**src/rtl/otg_role_pkg.sv**
```systemverilog
package otg_role_pkg;

    typedef enum logic [3:0] {
        ST_RESET      = 4'd0,
        ST_DEV_IDLE   = 4'd1,
        ST_DEV_ACTIVE = 4'd2,
        ST_HOST_IDLE  = 4'd3,
        ST_VBUS_RAMP  = 4'd4,
        ST_AWAIT_PEER = 4'd5,
        ST_HOSTING    = 4'd6,
        ST_VBUS_DRAIN = 4'd7,
        ST_VBUS_FAULT = 4'd8
    } role_state_e;

    typedef struct packed {
        logic id;
        logic a_vbus_vld;
        logic a_sess_vld;
        logic b_sess_vld;
        logic srp_det;
        logic connect;
        logic bus_req;
        logic bus_drop;
        logic clr_err;
        logic timeout;
    } role_in_t;

    // One evaluation step of the role machine; the reset code acts as peripheral idle.
    function automatic role_state_e role_next(role_state_e cur, role_in_t s);
        role_state_e n;
        n = cur;
        case (cur)
            ST_RESET, ST_DEV_IDLE: begin
                if (!s.id)              n = ST_HOST_IDLE;
                else if (s.b_sess_vld)  n = ST_DEV_ACTIVE;
                else                    n = ST_DEV_IDLE;
            end
            ST_DEV_ACTIVE:
                if (!s.b_sess_vld || !s.id) n = ST_DEV_IDLE;
            ST_HOST_IDLE: begin
                if (s.id)                                        n = ST_DEV_IDLE;
                else if (!s.bus_drop && (s.bus_req || s.srp_det)) n = ST_VBUS_RAMP;
            end
            ST_VBUS_RAMP:
                if (s.a_vbus_vld) n = ST_AWAIT_PEER;
            ST_AWAIT_PEER: begin
                if (s.id || s.bus_drop || s.timeout) n = ST_VBUS_DRAIN;
                else if (!s.a_vbus_vld)              n = ST_VBUS_FAULT;
                else if (s.connect)                  n = ST_HOSTING;
            end
            ST_HOSTING: begin
                if (s.id || !s.connect || s.bus_drop) n = ST_AWAIT_PEER;
                else if (!s.a_vbus_vld)               n = ST_VBUS_FAULT;
            end
            ST_VBUS_DRAIN:
                if (s.id || s.bus_req || (!s.connect && s.a_sess_vld)) n = ST_HOST_IDLE;
            ST_VBUS_FAULT:
                if (s.id || s.clr_err || s.bus_drop) n = ST_VBUS_DRAIN;
            default: n = ST_DEV_IDLE;
        endcase
        return n;
    endfunction

endpackage

```
**src/rtl/otg_req_latch.sv**
```systemverilog
module otg_req_latch (
    input  logic clk,
    input  logic rst,
    input  logic sw_bus_req,
    input  logic sw_bus_drop,
    input  logic sw_clr_err,
    input  logic fsm_req_clr,
    input  logic fsm_err_take,
    output logic bus_req,
    output logic bus_drop,
    output logic clr_err
);
    always_ff @(posedge clk) begin
        if (rst) begin
            bus_req  <= 1'b0;
            bus_drop <= 1'b0;
            clr_err  <= 1'b0;
        end else begin
            if (sw_bus_drop) begin
                bus_drop <= 1'b1;
                bus_req  <= 1'b0;
            end else if (sw_bus_req) begin
                bus_req  <= 1'b1;
                bus_drop <= 1'b0;
            end else if (fsm_req_clr) begin
                bus_req  <= 1'b0;
            end

            if (sw_clr_err)        clr_err <= 1'b1;
            else if (fsm_err_take) clr_err <= 1'b0;
        end
    end

    AST_REQ_DROP_EXCL: assert property (@(posedge clk) disable iff (rst)
        !(bus_req && bus_drop));

    AST_DROP_BEATS_REQ: assert property (@(posedge clk) disable iff (rst)
        sw_bus_drop |=> (bus_drop && !bus_req));
endmodule

```
**src/rtl/otg_wait_timer.sv**
```systemverilog
module otg_wait_timer #(
    parameter int BCON_TICKS = 2000
) (
    input  logic clk,
    input  logic rst,
    input  logic active,
    input  logic tick,
    output logic expired
);
    localparam int CW = $clog2(BCON_TICKS + 1);
    localparam logic [CW-1:0] LIM = CW'(BCON_TICKS);

    logic [CW-1:0] cnt;

    always_ff @(posedge clk) begin
        if (rst || !active)              cnt <= '0;
        else if (tick && (cnt != LIM))   cnt <= cnt + 1'b1;
    end

    assign expired = active && (cnt == LIM);

    AST_TIMER_IDLE_ZERO: assert property (@(posedge clk) disable iff (rst)
        !active |=> !expired);
endmodule

```
**src/rtl/otg_role_fsm.sv**
```systemverilog
module otg_role_fsm
    import otg_role_pkg::*;
(
    input  logic        clk,
    input  logic        rst,
    input  role_in_t    sig,
    output role_state_e state_q,
    output logic        vbus_drive,
    output logic        host_en,
    output logic        periph_en,
    output logic        default_a,
    output logic        conn_flag,
    output logic        req_clr,
    output logic        err_take
);
    role_state_e nxt;
    logic        moving;

    always_comb begin
        nxt      = role_next(state_q, sig);
        moving   = (nxt != state_q);
        req_clr  = (state_q == ST_AWAIT_PEER) && (nxt == ST_VBUS_DRAIN);
        err_take = (state_q == ST_VBUS_FAULT) && (nxt == ST_VBUS_DRAIN);
    end

    always_ff @(posedge clk) begin
        if (rst) begin
            state_q    <= ST_RESET;
            vbus_drive <= 1'b0;
            host_en    <= 1'b0;
            periph_en  <= 1'b0;
            default_a  <= 1'b0;
            conn_flag  <= 1'b0;
        end else begin
            state_q <= nxt;
            if (moving) begin
                case (nxt)
                    ST_DEV_IDLE: begin
                        default_a <= 1'b0;
                        if (state_q == ST_DEV_ACTIVE) periph_en <= 1'b0;
                    end
                    ST_DEV_ACTIVE: periph_en <= 1'b1;
                    ST_HOST_IDLE: begin
                        default_a <= 1'b1;
                        if (state_q == ST_VBUS_DRAIN) host_en <= 1'b0;
                    end
                    ST_VBUS_RAMP: vbus_drive <= 1'b1;
                    ST_AWAIT_PEER: begin
                        conn_flag <= 1'b1;
                        if (state_q != ST_HOSTING) host_en <= 1'b1;
                    end
                    ST_VBUS_DRAIN: begin
                        conn_flag  <= 1'b0;
                        vbus_drive <= 1'b0;
                    end
                    default: ;
                endcase
            end
        end
    end

    AST_RESET_LEAVE: assert property (@(posedge clk) disable iff (rst)
        (state_q == ST_RESET) |=> (state_q != ST_RESET));
    AST_PERIPH_ONLY_ACTIVE: assert property (@(posedge clk) disable iff (rst)
        periph_en |-> (state_q == ST_DEV_ACTIVE));
    AST_VBUS_ON_RAMP: assert property (@(posedge clk) disable iff (rst)
        (state_q == ST_VBUS_RAMP) |-> vbus_drive);
    AST_TIMEOUT_EXIT: assert property (@(posedge clk) disable iff (rst)
        (state_q == ST_AWAIT_PEER && sig.timeout) |=> (state_q == ST_VBUS_DRAIN));
    AST_VBUS_OFF_DRAIN: assert property (@(posedge clk) disable iff (rst)
        (state_q == ST_VBUS_DRAIN) |-> !vbus_drive);
    AST_DEV_SIDE_FLAG: assert property (@(posedge clk) disable iff (rst)
        (state_q == ST_DEV_IDLE || state_q == ST_DEV_ACTIVE) |-> !default_a);
endmodule

```
**src/rtl/otg_role_ctrl.sv**
```systemverilog
module otg_role_ctrl
    import otg_role_pkg::*;
#(
    parameter int BCON_TICKS = 2000
) (
    input  logic       clk,
    input  logic       rst,
    input  logic       tick_10ms,
    input  logic       id_pin,
    input  logic       a_vbus_vld,
    input  logic       a_sess_vld,
    input  logic       b_sess_vld,
    input  logic       srp_det,
    input  logic       peer_absent,
    input  logic       sw_bus_req,
    input  logic       sw_bus_drop,
    input  logic       sw_clr_err,
    output logic [3:0] role_state,
    output logic       vbus_drive,
    output logic       host_en,
    output logic       periph_en,
    output logic       default_a
);
    role_state_e state_q;
    role_in_t    sig;
    logic        conn_flag, req_clr, err_take;
    logic        bus_req, bus_drop, clr_err, timeout;

    otg_req_latch u_req (
        .clk(clk), .rst(rst),
        .sw_bus_req(sw_bus_req), .sw_bus_drop(sw_bus_drop), .sw_clr_err(sw_clr_err),
        .fsm_req_clr(req_clr), .fsm_err_take(err_take),
        .bus_req(bus_req), .bus_drop(bus_drop), .clr_err(clr_err)
    );

    otg_wait_timer #(.BCON_TICKS(BCON_TICKS)) u_timer (
        .clk(clk), .rst(rst),
        .active(state_q == ST_AWAIT_PEER), .tick(tick_10ms),
        .expired(timeout)
    );

    always_comb begin
        sig.id         = id_pin;
        sig.a_vbus_vld = a_vbus_vld;
        sig.a_sess_vld = a_sess_vld;
        sig.b_sess_vld = b_sess_vld;
        sig.srp_det    = srp_det;
        sig.connect    = conn_flag && !peer_absent;
        sig.bus_req    = bus_req;
        sig.bus_drop   = bus_drop;
        sig.clr_err    = clr_err;
        sig.timeout    = timeout;
    end

    otg_role_fsm u_fsm (
        .clk(clk), .rst(rst), .sig(sig),
        .state_q(state_q), .vbus_drive(vbus_drive), .host_en(host_en),
        .periph_en(periph_en), .default_a(default_a), .conn_flag(conn_flag),
        .req_clr(req_clr), .err_take(err_take)
    );

    assign role_state = state_q;
endmodule

```
**config.mk**
```make
export PLATFORM = sky130hd
export DESIGN_NAME = otg_role_ctrl
export DESIGN_NICKNAME = d
export VERILOG_FILES = /design/src/rtl/otg_role_pkg.sv /design/src/rtl/otg_req_latch.sv /design/src/rtl/otg_wait_timer.sv /design/src/rtl/otg_role_fsm.sv /design/src/rtl/otg_role_ctrl.sv
export SDC_FILE = /design/constraint.sdc
export NUM_CORES = 1
export LEC_CHECK = 0
export BUFFER_PORTS_ARGS = -buffer_cell sky130_fd_sc_hd__buf_2
export CORE_ASPECT_RATIO = 0.7
export CORE_MARGIN = 5
export CORE_UTILIZATION = 57
export CTS_CLUSTER_DIAMETER = 100
export DETAILED_ROUTE_END_ITERATION = 10
export PLACE_DENSITY = 0.89
export SLEW_MARGIN = 25
export SYNTH_ARGS = -nofsm -noshare
export SYNTH_HDL_FRONTEND = slang
export SYNTH_HIERARCHICAL = 1
export SYNTH_SLANG_ARGS = --single-unit
```
**constraint.sdc**
```tcl
create_clock -name clk -period 3.45 [get_ports clk]
set_input_delay 0 -clock clk [delete_from_list [all_inputs] [get_ports clk]]
set_output_delay 0 -clock clk [all_outputs]
set_load 0.03 [all_outputs]
```
==> reports/results.md, run 1 <==
| Group | Metric | This run |
| --- | --- | --- |
| die | Overall die width | 73.38 µm |
| clocking | Clock latency reported for the late side of the worst-skew pair | 0.26 ns |
| logic synthesis | Number of synthesized flops with an enable pin | 0 |
| timing | F_max | 0.3157 GHz |
| clocking | Inserted Clock Buffers | 3 |
| power and ir drop | Maximum vdd ir drop | 0.2819 mV |
| drt | Remaining design rule violation count | 0 |
| timing | Total negative slack | 0 ns |
| final layout | Multi-input gate area in the final layout | 1074 µm² |
| die | Floorplan Core Area | 2743 µm² |
| timing | Max Transition Viols Final | 0 |
| timing | Share of the clock period used by the worst path | 91.81% |
| global routing | Final global-route overflow total | 0 |
| drt | Avg Vias per Cell | 6.433 |
| die | Die span in y | 54.37 µm |
| logic synthesis | Fraction of synthesized cell area in xor and xnor cells | 1.093% |
| clocking | # Post-CTS Setup Buffers | 0 |
| timing | Hold Vio Cnt, Final | 0 |
| clocking | Root buffer cell | sky130_fd_sc_hd__clkbuf_8 |
| drt | Detailed-route wire length per cell | 15.95 µm |
| logic synthesis | Net Count, Synth | 204 |
| global routing | Global-route wire length before repair | 6361 µm |
| die | I/O pins | 20 |
| die | Starting density of the core | 58.44% |
| clocking | Total number of H-tree levels | 1 |
| final layout | Layout Nets | 226 |
| die | Die area | 3989 µm² |
| logic synthesis | Synth Warn # | 6 |
| logic synthesis | Arithmetic-cell share of the synthesized area counting full adders, half adders and majority gates | 1.561% |
| timing | Worst hold-check slack | 0.1269 ns |
| logic synthesis | Dominant combinational cell family by area after synthesis | simple AND/OR/NAND/NOR gates |
| final layout | Most common cell after layout, fill and taps aside | sky130_fd_sc_hd__dfxtp_1 |
| drt | DR pass1 iterations | 4 |
| global routing | Via count of the first global-routing pass | 1315 |
| logic synthesis | Avg Cell Area, Syn | 8.436 µm² |
| timing | Final critical path time including I/O delays and setup | 3.167 ns |
| run | Max-capacitance violation count | 0 |
| logic synthesis | Synthesized flop and latch total | 23 |
| timing | Tightest slew margin relative to the limit | 55.60% |
| drt | Drt total wl | 3939 µm |
| setup path | Startpoint class of the critical path | flop |
| logic synthesis | Part of the Yosys area used for sequential elements | 28.73% |
| logic synthesis | Fraction of synthesized area in multiplexers | 1.405% |
| worst hold path | Path class of the lowest-slack min-delay path | primary input to flop |
| drt | Via Count | 1589 |
| global routing | Pin count of the biggest net entering global routing | 21 |
| logic synthesis | Leading register cell type out of synthesis | sky130_fd_sc_hd__dfxtp_1 |
| final layout | Commonest non-fill, non-tap cells in the layout | sky130_fd_sc_hd__dfxtp_1, sky130_fd_sc_hd__buf_2, sky130_fd_sc_hd__nor2_1 |
| placement | # port buffers | 19 |
| power and ir drop | PwrDens | 324.9 nW/µm² |
| global routing | Total GRT Usage | 20.92% |
| clocking | Buffer levels on the longest clock path | 2 |
| setup path | Type of the worst setup path | flop to flop |
| timing | Clock skew | 0.002950 ns |
| logic synthesis | Cells after synthesis | 190 |
| final layout | Number of antenna repair diodes | 0 |
| setup path | Maximum fanout count along the critical path | 8 |
| setup path | Required time at the endpoint of the critical path | 3.66 ns |
| logic synthesis | Compound-Gate Fraction of Synth Area | 25.06% |
| setup path | CP Capture Type | flop |
| power and ir drop | Leak Pwr | 0.6717 nW |
| run status | Status | finished, final reports clean |
| global routing | Antenna violations before repair | 0 |
| final layout | Final-layout fill cell count | 223 |
| logic synthesis | Simple-gate portion of the synthesized area | 37.47% |
| logic synthesis | Synth cell types | 58 |
| placement | Gpl congestion | 0.9703 |
| die | Cell row count | 16 |
| drt | Antenna Violating Nets Remaining | 0 |
| logic synthesis | Post-synthesis async set-or-reset flop share | 0% |
| final layout | Fraction of layout cells with a size suffix above 1 | 20.85% |
| final layout | Growth of design area from synthesis to finish | 12.88% |
| clocking | Num Clock Sinks | 23 |
| clocking | Clock slew at the register clock pins of the worst setup and hold paths | 0.08 ns |
| logic synthesis | Post-synth design cell area | 1603 µm² |
| timing | Count of endpoints failing setup in the final report | 0 |
| timing | Transition at the pin with the smallest max-transition slack | 0.6616 ns |
| final layout | Total area of sequential cells | 460.4 µm² |
| timing | Setup repair after global routing missed its margin | no |
| setup path | Data arrival at the endpoint of the critical path | 3.37 ns |
| placement | HPWL reported at the end of detailed placement | 2877 µm |
| drt | Starting DRT DRC Count | 168 |
| clocking | TritonCTS clock tree | yes |
-- cell usage after synthesis (4+ instances only) --
cell | count | area, µm²
sky130_fd_sc_hd__a21oi_1 | 12 | 60.06
sky130_fd_sc_hd__clkbuf_1 | 4 | 15.01
sky130_fd_sc_hd__dfxtp_1 | 23 | 460.4
sky130_fd_sc_hd__inv_1 | 9 | 33.78
sky130_fd_sc_hd__nand2_1 | 9 | 33.78
sky130_fd_sc_hd__nand2b_1 | 7 | 43.79
sky130_fd_sc_hd__nand3_1 | 6 | 30.03
sky130_fd_sc_hd__nand4_1 | 6 | 37.54
sky130_fd_sc_hd__nor2_1 | 13 | 48.80
sky130_fd_sc_hd__nor2b_1 | 11 | 68.82
sky130_fd_sc_hd__nor3_1 | 5 | 25.02
sky130_fd_sc_hd__o21ai_0 | 8 | 40.04
sky130_fd_sc_hd__or3_1 | 5 | 31.28
sky130_fd_sc_hd__or4_1 | 5 | 37.54
-- logic make-up after synthesis --
group           Yosys count
simple gates             92
compound gates           52
flops                    23
buf+inv                  17
xor+xnor                  2
mux                       2
fa+ha+maj                 2
-- timing repair --
item | CTS | global route
hold endpoints to repair | 3 | 0
gates resized for setup | 0 | 1
hold buffers | 4 | 0
endpoints found under the setup margin | 0 | 1
-- flip-flops by register name, summed over array words and instances, names as in the netlist --
signal and count:
u_timer/cnt 11, u_fsm/vbus_drive 1, u_fsm/periph_en 1, u_req/clr_err 1
u_fsm/host_en 1, u_req/bus_req 1, u_fsm/conn_flag 1, u_req/bus_drop 1
u_fsm/state_q 4, u_fsm/default_a 1
-- through the flow --
step                total power (W)  std cells  util [%]  worst slack (ns)  cell area [µm²]
CTS                       0.0005895        247     65.74            0.3293             1803
finish                    0.0005878        247     65.97            0.2826             1809
global placement          0.0004200        239     62.59            0.4680             1717
detailed placement        0.0004222        239     62.59            0.3811             1717
global route              0.0006157        247     65.97           0.06269             1809
floorplan                 0.0003868        190         -            0.5308             1603
-- routing by layer --
layer | share of wire (%) | track usage [%]
met2 | 41 | 30.42
met3 | 9.3 | 4.771
met4 | 0.53 | 6.024
met1 | 49 | 30.63
met5 | 0 | 0
-- critical path, stage by stage (launching register included) --
cell and delay, ns:
sky130_fd_sc_hd__dfxtp_1 0.45, sky130_fd_sc_hd__inv_1 0.08, sky130_fd_sc_hd__ha_1 0.20, sky130_fd_sc_hd__nand2b_1 0.15, sky130_fd_sc_hd__nor3_1 0.08, sky130_fd_sc_hd__and2_1 0.17
sky130_fd_sc_hd__a2111o_1 0.43, sky130_fd_sc_hd__a311oi_1 0.61, sky130_fd_sc_hd__nor3_1 0.16, sky130_fd_sc_hd__nor2b_1 0.14, sky130_fd_sc_hd__o21a_1 0.11, sky130_fd_sc_hd__dlygate4sd3_1 0.54
-- layout make-up --
cell class	instances	area share, %
Multi-Input combinational cell	150	59.34
Sequential cell	23	25.45
Timing Repair Buffer	25	8.299
Tap cell	36	2.490
Clock buffer	3	2.282
Inverter	9	1.867
Clock inverter	1	0.2766
-- power by group --
group,internal [W],total [W],switching [W]
logic,0.0000550,0.000136,0.0000809
clock network,0.0000805,0.000163,0.0000828
registers,0.000275,0.000289,0.0000132
-- final timing paths --
| path | slack, ns | depth (start not counted) | start | endpoint |
|---|---|---|---|---|
| setup / recovery | 0.28 | 11 | u_timer/cnt[0]$_SDFFE_PP0P_ | u_req/bus_req$_SDFFE_PP0P_ |
| hold / removal | 0.13 | 2 | rst | u_fsm/state_q[0]$_SDFF_PP0_ |
| setup reg to reg | 0.28 | 11 | u_timer/cnt[0]$_SDFFE_PP0P_ | u_req/bus_req$_SDFFE_PP0P_ |
| hold reg to reg | 0.47 | 2 | u_fsm/periph_en$_SDFFE_PP0P_ | u_fsm/periph_en$_SDFFE_PP0P_ |
Note: power is estimated with default switching activity, not from simulation.
==> run 2: changes to the inputs <==
--- a/config.mk
+++ b/config.mk
@@ -5,14 +5,16 @@
 export SDC_FILE = /design/constraint.sdc
 export NUM_CORES = 1
 export LEC_CHECK = 0
+export ABC_AREA = 1
 export BUFFER_PORTS_ARGS = -buffer_cell sky130_fd_sc_hd__buf_2
 export CORE_ASPECT_RATIO = 0.7
 export CORE_MARGIN = 5
-export CORE_UTILIZATION = 57
+export CORE_UTILIZATION = 58
 export CTS_CLUSTER_DIAMETER = 100
+export CTS_CLUSTER_SIZE = 14
 export DETAILED_ROUTE_END_ITERATION = 10
 export PLACE_DENSITY = 0.89
-export SLEW_MARGIN = 25
+export SLEW_MARGIN = 0
 export SYNTH_ARGS = -nofsm -noshare
 export SYNTH_HDL_FRONTEND = slang
 export SYNTH_HIERARCHICAL = 1
==> reports/results.md, run 2 <==
| Group | Metric | This run |
| --- | --- | --- |
| setup path | Maximum fanout count along the critical path | 8 |
| logic synthesis | Part of the Yosys area used for sequential elements | 26.53% |
| clocking | Root buffer cell | sky130_fd_sc_hd__clkbuf_8 |
| logic synthesis | Leading register cell type out of synthesis | sky130_fd_sc_hd__dfxtp_1 |
| drt | Via Count | 1917 |
| final layout | Number of antenna repair diodes | 0 |
| logic synthesis | Post-synth top area cell | sky130_fd_sc_hd__dfxtp_1 |
| final layout | Largest registers ranked by flip-flop count | u_timer/cnt x11, u_fsm/state_q x4 |
| power and ir drop | Maximum vdd ir drop | 0.2324 mV |
| drt | Starting DRT DRC Count | 271 |
| logic synthesis | Post-synthesis async set-or-reset flop share | 0% |
| drt | Avg Vias per Cell | 5.310 |
| drt | Remaining design rule violation count | 0 |
| placement | Gpl congestion | 0.9930 |
| die | Floorplan Core Area | 2843 µm² |
| run | Max-capacitance violation count | 0 |
| clocking | Clock latency reported for the late side of the worst-skew pair | 0.27 ns |
| logic synthesis | Area share of the leading cell type in the synthesized netlist | 26.53% |
| logic synthesis | Synthesized flop and latch total | 23 |
| clocking | Buffer levels on the longest clock path | 2 |
| clocking | Inserted Clock Buffers | 3 |
| global routing | Pin count of the biggest net entering global routing | 15 |
| timing | Count of endpoints failing setup in the final report | 0 |
| timing | Share of the clock period used by the worst path | 80.51% |
| run status | Status | finished, final reports clean |
| final layout | Commonest non-fill, non-tap cells in the layout | sky130_fd_sc_hd__nand2_1, sky130_fd_sc_hd__inv_1, sky130_fd_sc_hd__nor2_1 |
| clocking | Num Clock Sinks | 23 |
| logic synthesis | Library cell with the highest instance count after synthesis | sky130_fd_sc_hd__nand2_1 |
| logic synthesis | Synth cell types | 29 |
| logic synthesis | Top cells by area, synth | sky130_fd_sc_hd__dfxtp_1, sky130_fd_sc_hd__nand2_1, sky130_fd_sc_hd__inv_1, sky130_fd_sc_hd__nor2_1, sky130_fd_sc_hd__nand3_1 |
| die | I/O pins | 20 |
| final layout | Register bank with the most flops | u_timer/cnt |
| setup path | Critical-path cell list | inv_1, ha_1, nand2_1, nor2_2, nand3_4, nor2_1, nor2_1, nand2_1, nand2_1, nand2_1, nor2_1, nand2_2, inv_1, nor2_2, and3_1, inv_1, nand2_1, a21oi_2, dlygate4sd3_1 |
| power and ir drop | PwrDens | 307.0 nW/µm² |
| logic synthesis | Synth Warn # | 6 |
| placement | HPWL reported at the end of detailed placement | 3546 µm |
| setup path | Data arrival at the endpoint of the critical path | 2.95 ns |
| setup path | Startpoint class of the critical path | flop |
| logic synthesis | Net Count, Synth | 315 |
| global routing | Final global-route overflow total | 0 |
| setup path | Type of the worst setup path | flop to flop |
| setup path | CP Capture Type | flop |
| die | Cell row count | 16 |
| die | Starting density of the core | 61.05% |
| timing | Setup repair after global routing missed its margin | no |
| timing | Total negative slack | 0 ns |
| drt | Detailed-route wire length per cell | 12.53 µm |
| final layout | Most common cell after layout, fill and taps aside | sky130_fd_sc_hd__nand2_1 |
| timing | Hold Vio Cnt, Final | 0 |
| timing | Final critical path time including I/O delays and setup | 2.778 ns |
| final layout | Layout Nets | 340 |
| setup path | Most frequent CP cell | sky130_fd_sc_hd__nand2_1 |
| logic synthesis | Post-synth design cell area | 1735 µm² |
| final layout | Flip-flop count of the largest register after layout | 11 |
| logic synthesis | Cells after synthesis | 301 |
| global routing | Antenna violations before repair | 0 |
| timing | F_max | 0.3600 GHz |
| die | Overall die width | 75.38 µm |
| setup path | Required time at the endpoint of the critical path | 3.62 ns |
| global routing | Total GRT Usage | 21.62% |
| final layout | Fraction of layout cells with a size suffix above 1 | 14.46% |
| global routing | Global-route wire length before repair | 7162 µm |
| timing | Tightest slew margin relative to the limit | 65.78% |
| setup path | Max stage delay cell, worst path | sky130_fd_sc_hd__dlygate4sd3_1 |
| logic synthesis | Most numerous cell types in the synthesized netlist | sky130_fd_sc_hd__nand2_1, sky130_fd_sc_hd__inv_1, sky130_fd_sc_hd__nor2_1 |
| setup path | Highest cell delay on the worst timing path | 0.54 ns |
| power and ir drop | Overall power consumption | 0.0005958 W |
| drt | Drt total wl | 4525 µm |
| power and ir drop | Leak Pwr | 0.9456 nW |
| die | Die span in y | 55.77 µm |
| timing | Max Transition Viols Final | 0 |
| drt | Antenna Violating Nets Remaining | 0 |
| clocking | Total number of H-tree levels | 1 |
| worst hold path | Path class of the lowest-slack min-delay path | primary input to flop |
| final layout | Final-layout fill cell count | 270 |
| logic synthesis | Number of synthesized flops with an enable pin | 0 |
| die | Die area | 4204 µm² |
| timing | Clock skew | 0.004533 ns |
| clocking | TritonCTS clock tree | yes |
| logic synthesis | Avg Cell Area, Syn | 5.765 µm² |
| clocking | # Post-CTS Setup Buffers | 0 |
| placement | # port buffers | 19 |
| timing | Transition at the pin with the smallest max-transition slack | 0.5066 ns |
| final layout | Growth of design area from synthesis to finish | 11.82% |
| drt | DR pass1 iterations | 5 |
| clocking | Clock slew at the register clock pins of the worst setup and hold paths | 0.09 ns |
| global routing | Via count of the first global-routing pass | 1555 |
==> run 2: changes by cell type after synthesis, moves of 5 or more <==
cell / previous run / this run
sky130_fd_sc_hd__nor2_1: 13 / 47
sky130_fd_sc_hd__nand2b_1: 7 / 0
sky130_fd_sc_hd__nor2b_1: 11 / 0
sky130_fd_sc_hd__or3_1: 5 / 0
sky130_fd_sc_hd__nor2_2: 0 / 8
sky130_fd_sc_hd__inv_1: 9 / 47
sky130_fd_sc_hd__nand2_1: 9 / 90
sky130_fd_sc_hd__or4_1: 5 / 0
sky130_fd_sc_hd__nand3_1: 6 / 27
==> run 2: final timing paths <==
| check | endpoint | cells past startpoint | slack (ns) | start |
|---|---|---|---|---|
| max | u_req/bus_req$_SDFFE_PP0P_ | 19 | 0.67 | u_timer/cnt[0]$_SDFFE_PP0P_ |
| min | u_req/bus_drop$_SDFFE_PP0P_ | 2 | 0.03 | rst |
| max reg2reg | u_req/bus_req$_SDFFE_PP0P_ | 19 | 0.67 | u_timer/cnt[0]$_SDFFE_PP0P_ |
| min reg2reg | u_fsm/default_a$_SDFFE_PP0P_ | 2 | 0.47 | u_fsm/default_a$_SDFFE_PP0P_ |
==> run 2: per-stage QoR <==
step	instances	instance area (µm²)	hold WS [ns]	util, %	setup WS, ns
floorplan	301	1735	0.06244	-	1.521
CTS	361	1941	0.03341	68.27	0.7158
global route	361	1941	0.04234	68.27	0.5398
detailed placement	353	1852	0.2477	65.14	1.242
finish	361	1941	0.03441	68.27	0.6723
global placement	353	1852	0.2403	65.14	1.347
==> run 2: where the power goes <==
group / total (W) / switching (W) / internal (W)
Sequential: 0.000287 / 0.0000125 / 0.000274
Combinational: 0.000132 / 0.0000897 / 0.0000427
Clock: 0.000176 / 0.0000946 / 0.0000818
==> run 2: final cells by class <==
type,count,area [µm²],area share [%]
clock inverters,1,7.507,0.3868
multi-input cells,224,1057,54.48
clock buffers,3,41.29,2.128
inverters,51,193.9,9.994
repair buffers,23,135.1,6.963
flip-flops and latches,23,460.4,23.73
well taps,36,45.04,2.321
==> run 2: worst max-delay path, delay by kind of cell, from the launching register on <==
family | cells | cell delay, ns
adder cells (fa/ha/maj) | 1 | 0.15
AO/OA/AOI/OAI | 1 | 0.05
flip-flops | 1 | 0.34
AND/OR/NAND/NOR | 13 | 1.36
buffers and inverters | 4 | 0.77
==> run 2: cell families (layout without fill, tap and decap cells) <==
kind of cell	Yosys count	count (layout)	synth area share, %
flops	23	23	26.53
fa+ha+maj	2	2	1.442
compound gates	28	28	8.868
xor+xnor	3	3	1.514
simple gates	191	191	49.10
buf+inv	54	78	12.55
==> run 2: timing repair <==
action                    4_1_cts  5_1_grt
hold endpoints to repair        3        0
hold buffers                    4        0
gates resized for setup         0        0
==> run 2: metal layers <==
layer	vias up	routed length [µm]	track usage (%)
li1	979	-	-
met1	825	2122	34.88
met2	111	1830	28.91
met3	2	564	4.513
met4	0	8	3.741
met5	-	0	0
==> run 3: changes to the inputs <==
==> constraint.sdc (replaced) <==
create_clock -name clk -period 2.57 [get_ports clk]
set_input_delay 0 -clock clk [delete_from_list [all_inputs] [get_ports clk]]
set_output_delay 0 -clock clk [all_outputs]
set_load 0.03 [all_outputs]
==> reports/results.md, run 3 (synthesis results as in run 2) <==
| Group | Metric | This run |
| --- | --- | --- |
| global routing | Via count of the first global-routing pass | 1625 |
| final layout | Largest registers ranked by flip-flop count | u_timer/cnt x11, u_fsm/state_q x4 |
| timing | Count of endpoints failing setup in the final report | 0 |
| drt | Starting DRT DRC Count | 240 |
| global routing | Global-route wire length before repair | 7445 µm |
| worst hold path | Min-Delay Path Depth | 2 |
| final layout | Number of antenna repair diodes | 0 |
| timing | Max Transition Viols Final | 0 |
| drt | DR pass1 iterations | 5 |
| die | Starting density of the core | 61.05% |
| final layout | Final-layout fill cell count | 270 |
| timing | Clock skew | 0.002057 ns |
| setup path | Launching instance or port of the critical path | u_timer/cnt[0]$_SDFFE_PP0P_ |
| worst hold path | Worst hold endpoint | u_fsm/state_q[0]$_SDFF_PP0_ |
| run | Max-capacitance violation count | 0 |
| die | Die area | 4204 µm² |
| timing | Transition at the pin with the smallest max-transition slack | 0.5210 ns |
| setup path | Crit path max-delay family | simple AND/OR/NAND/NOR gates |
| placement | Area of placed instances | 1852 µm² |
| clocking | Total number of H-tree levels | 1 |
| worst hold path | Start point of the worst min-delay path | rst |
| worst hold path | Path class of the lowest-slack min-delay path | primary input to flop |
| power and ir drop | Overall power consumption | 0.0007990 W |
| power and ir drop | Leak Pwr | 0.9448 nW |
| setup path | Data arrival at the endpoint of the critical path | 2.48 ns |
| drt | Antenna Violating Nets Remaining | 0 |
| setup path | Worst reg-to-reg setup slack | 0.26 ns |
| drt | Detailed-route wire length per cell | 12.24 µm |
| setup path | Highest cell delay on the worst timing path | 0.34 ns |
| setup path | Capture instance of the worst register-to-register path | u_fsm/host_en$_SDFFE_PP0P_ |
| final layout | Most common cell after layout, fill and taps aside | sky130_fd_sc_hd__nand2_1 |
| final layout | Final instance area | 1941 µm² |
| clocking | Clock latency reported for the late side of the worst-skew pair | 0.27 ns |
| placement | # port buffers | 19 |
| die | Cell row count | 16 |
| setup path | Critical-path cell list | inv_1, ha_1, nand2_1, nor2_2, nand3_4, nor2_1, nor2_1, nand2_1, nand2_1, nand2_1, nor2_1, nand2_2, inv_1, nor2_2, nand2_1, o21ai_0, nand3b_1, inv_1 |
| final layout | Non-filler cells in the finished layout | 361 |
| clocking | Inserted Clock Buffers | 3 |
| setup path | Type of the worst setup path | flop to flop |
| setup path | Startpoint class of the critical path | flop |
| setup path | Max stage delay cell, worst path | sky130_fd_sc_hd__dfxtp_1 |
| timing | Share of the clock period used by the worst path | 89.81% |
| power and ir drop | PwrDens | 411.7 nW/µm² |
| die | I/O pins | 20 |
| die | Die span in y | 55.77 µm |
| clocking | TritonCTS clock tree | yes |
| timing | Tightest slew margin relative to the limit | 64.81% |
| clocking | Clock slew at the register clock pins of the worst setup and hold paths | 0.09 ns |
| final layout | Flip-flop count of the largest register after layout | 11 |
| timing | Total negative slack | 0 ns |
| final layout | Register bank with the most flops | u_timer/cnt |
| timing | Setup repair after global routing missed its margin | no |
| setup path | Required time at the endpoint of the critical path | 2.75 ns |
| final layout | Layout Nets | 340 |
| setup path | Reg2Reg Depth | 18 |
| final layout | Growth of design area from synthesis to finish | 11.82% |
| power and ir drop | Maximum vdd ir drop | 0.2705 mV |
| clocking | Num Clock Sinks | 23 |
| setup path | Launching point of the worst reg2reg path | u_timer/cnt[0]$_SDFFE_PP0P_ |
| setup path | Crit path buffers/inverters | 3 |
| die | Overall die width | 75.38 µm |
| drt | Via Count | 1902 |
| final layout | Fraction of layout cells with a size suffix above 1 | 14.46% |
| global routing | Antenna violations before repair | 0 |
| global routing | Total GRT Usage | 22.29% |
| timing | F_max | 0.4333 GHz |
| setup path | Most frequent CP cell | sky130_fd_sc_hd__nand2_1 |
| clocking | Root buffer cell | sky130_fd_sc_hd__clkbuf_8 |
| setup path | Maximum fanout count along the critical path | 8 |
| final layout | Commonest non-fill, non-tap cells in the layout | sky130_fd_sc_hd__nand2_1, sky130_fd_sc_hd__inv_1, sky130_fd_sc_hd__nor2_1 |
| setup path | Stages on worst setup path | 18 |
| placement | Total placed cells including tap cells | 353 |
| drt | Drt total wl | 4419 µm |
| run status | Status | finished, final reports clean |
| placement | HPWL reported at the end of detailed placement | 3477 µm |
| timing | Hold Vio Cnt, Final | 0 |
| timing | Final critical path time including I/O delays and setup | 2.308 ns |
| global routing | Final global-route overflow total | 0 |
| die | Floorplan Core Area | 2843 µm² |
| clocking | Buffer levels on the longest clock path | 2 |
| clocking | Total of cells resized after clock tree synthesis | 0 |
| drt | Remaining design rule violation count | 0 |
| drt | Avg Vias per Cell | 5.269 |
| final layout | Final core occ | 68.27% |
| global routing | Pin count of the biggest net entering global routing | 15 |
| setup path | CP Capture Type | flop |
| placement | Gpl congestion | 0.9921 |
run 3: cell counts in the layout (fill, tap and decap cells not counted):
No cell type changed its count.
run 3: layout make-up:
cell class / instances / area [µm²] / share of cell area [%]
clock inverter: 1 / 7.507 / 0.3868
tap: 36 / 45.04 / 2.321
inverter: 51 / 193.9 / 9.994
clock buffer: 3 / 41.29 / 2.128
multi-input combinational: 224 / 1057 / 54.48
timing repair buffer: 23 / 135.1 / 6.963
sequential: 23 / 460.4 / 23.73
run 3: metrics by stage:
stage	hold WS (ns)	setup WS, ns
2_1_floorplan	0.06244	0.6413
3_3_place_gp	0.2423	0.4674
3_5_place_dp	0.2460	0.3782
4_1_cts	0.05648	0.3274
5_1_grt	0.05974	0.04902
6_report	0.05439	0.2619
run 3: worst max path at each step:
stage | endpoint
detailed placement | u_fsm/host_en$_SDFFE_PP0P_
global route | u_fsm/host_en$_SDFFE_PP0P_
finish | u_fsm/host_en$_SDFFE_PP0P_
CTS | u_fsm/host_en$_SDFFE_PP0P_
global placement | u_fsm/host_en$_SDFFE_PP0P_
floorplan | u_fsm/vbus_drive$_SDFFE_PP0P_
run 3: what timing repair did:
item | 4_1_cts | 5_1_grt
setup buffers | 0 | 0
hold buffers | 4 | 0
hold endpoints to repair | 3 | 0
run 3: routing by layer:
metal	share of wire [%]	global-route usage, %	wire [µm]
met2	39	30.75	1710
met3	12	5.596	509
met5	0	0	0
met1	49	35.54	2179
met4	0.43	1.746	19
run 3: power by group:
| part | total, W | leakage [nW] | switching [W] | internal [W] |
|---|---|---|---|---|
| clock | 0.000236 | 0.0217 | 0.000126 | 0.000110 |
| sequential | 0.000385 | 0.187 | 0.0000170 | 0.000368 |
| combinational | 0.000178 | 0.736 | 0.000121 | 0.0000576 |
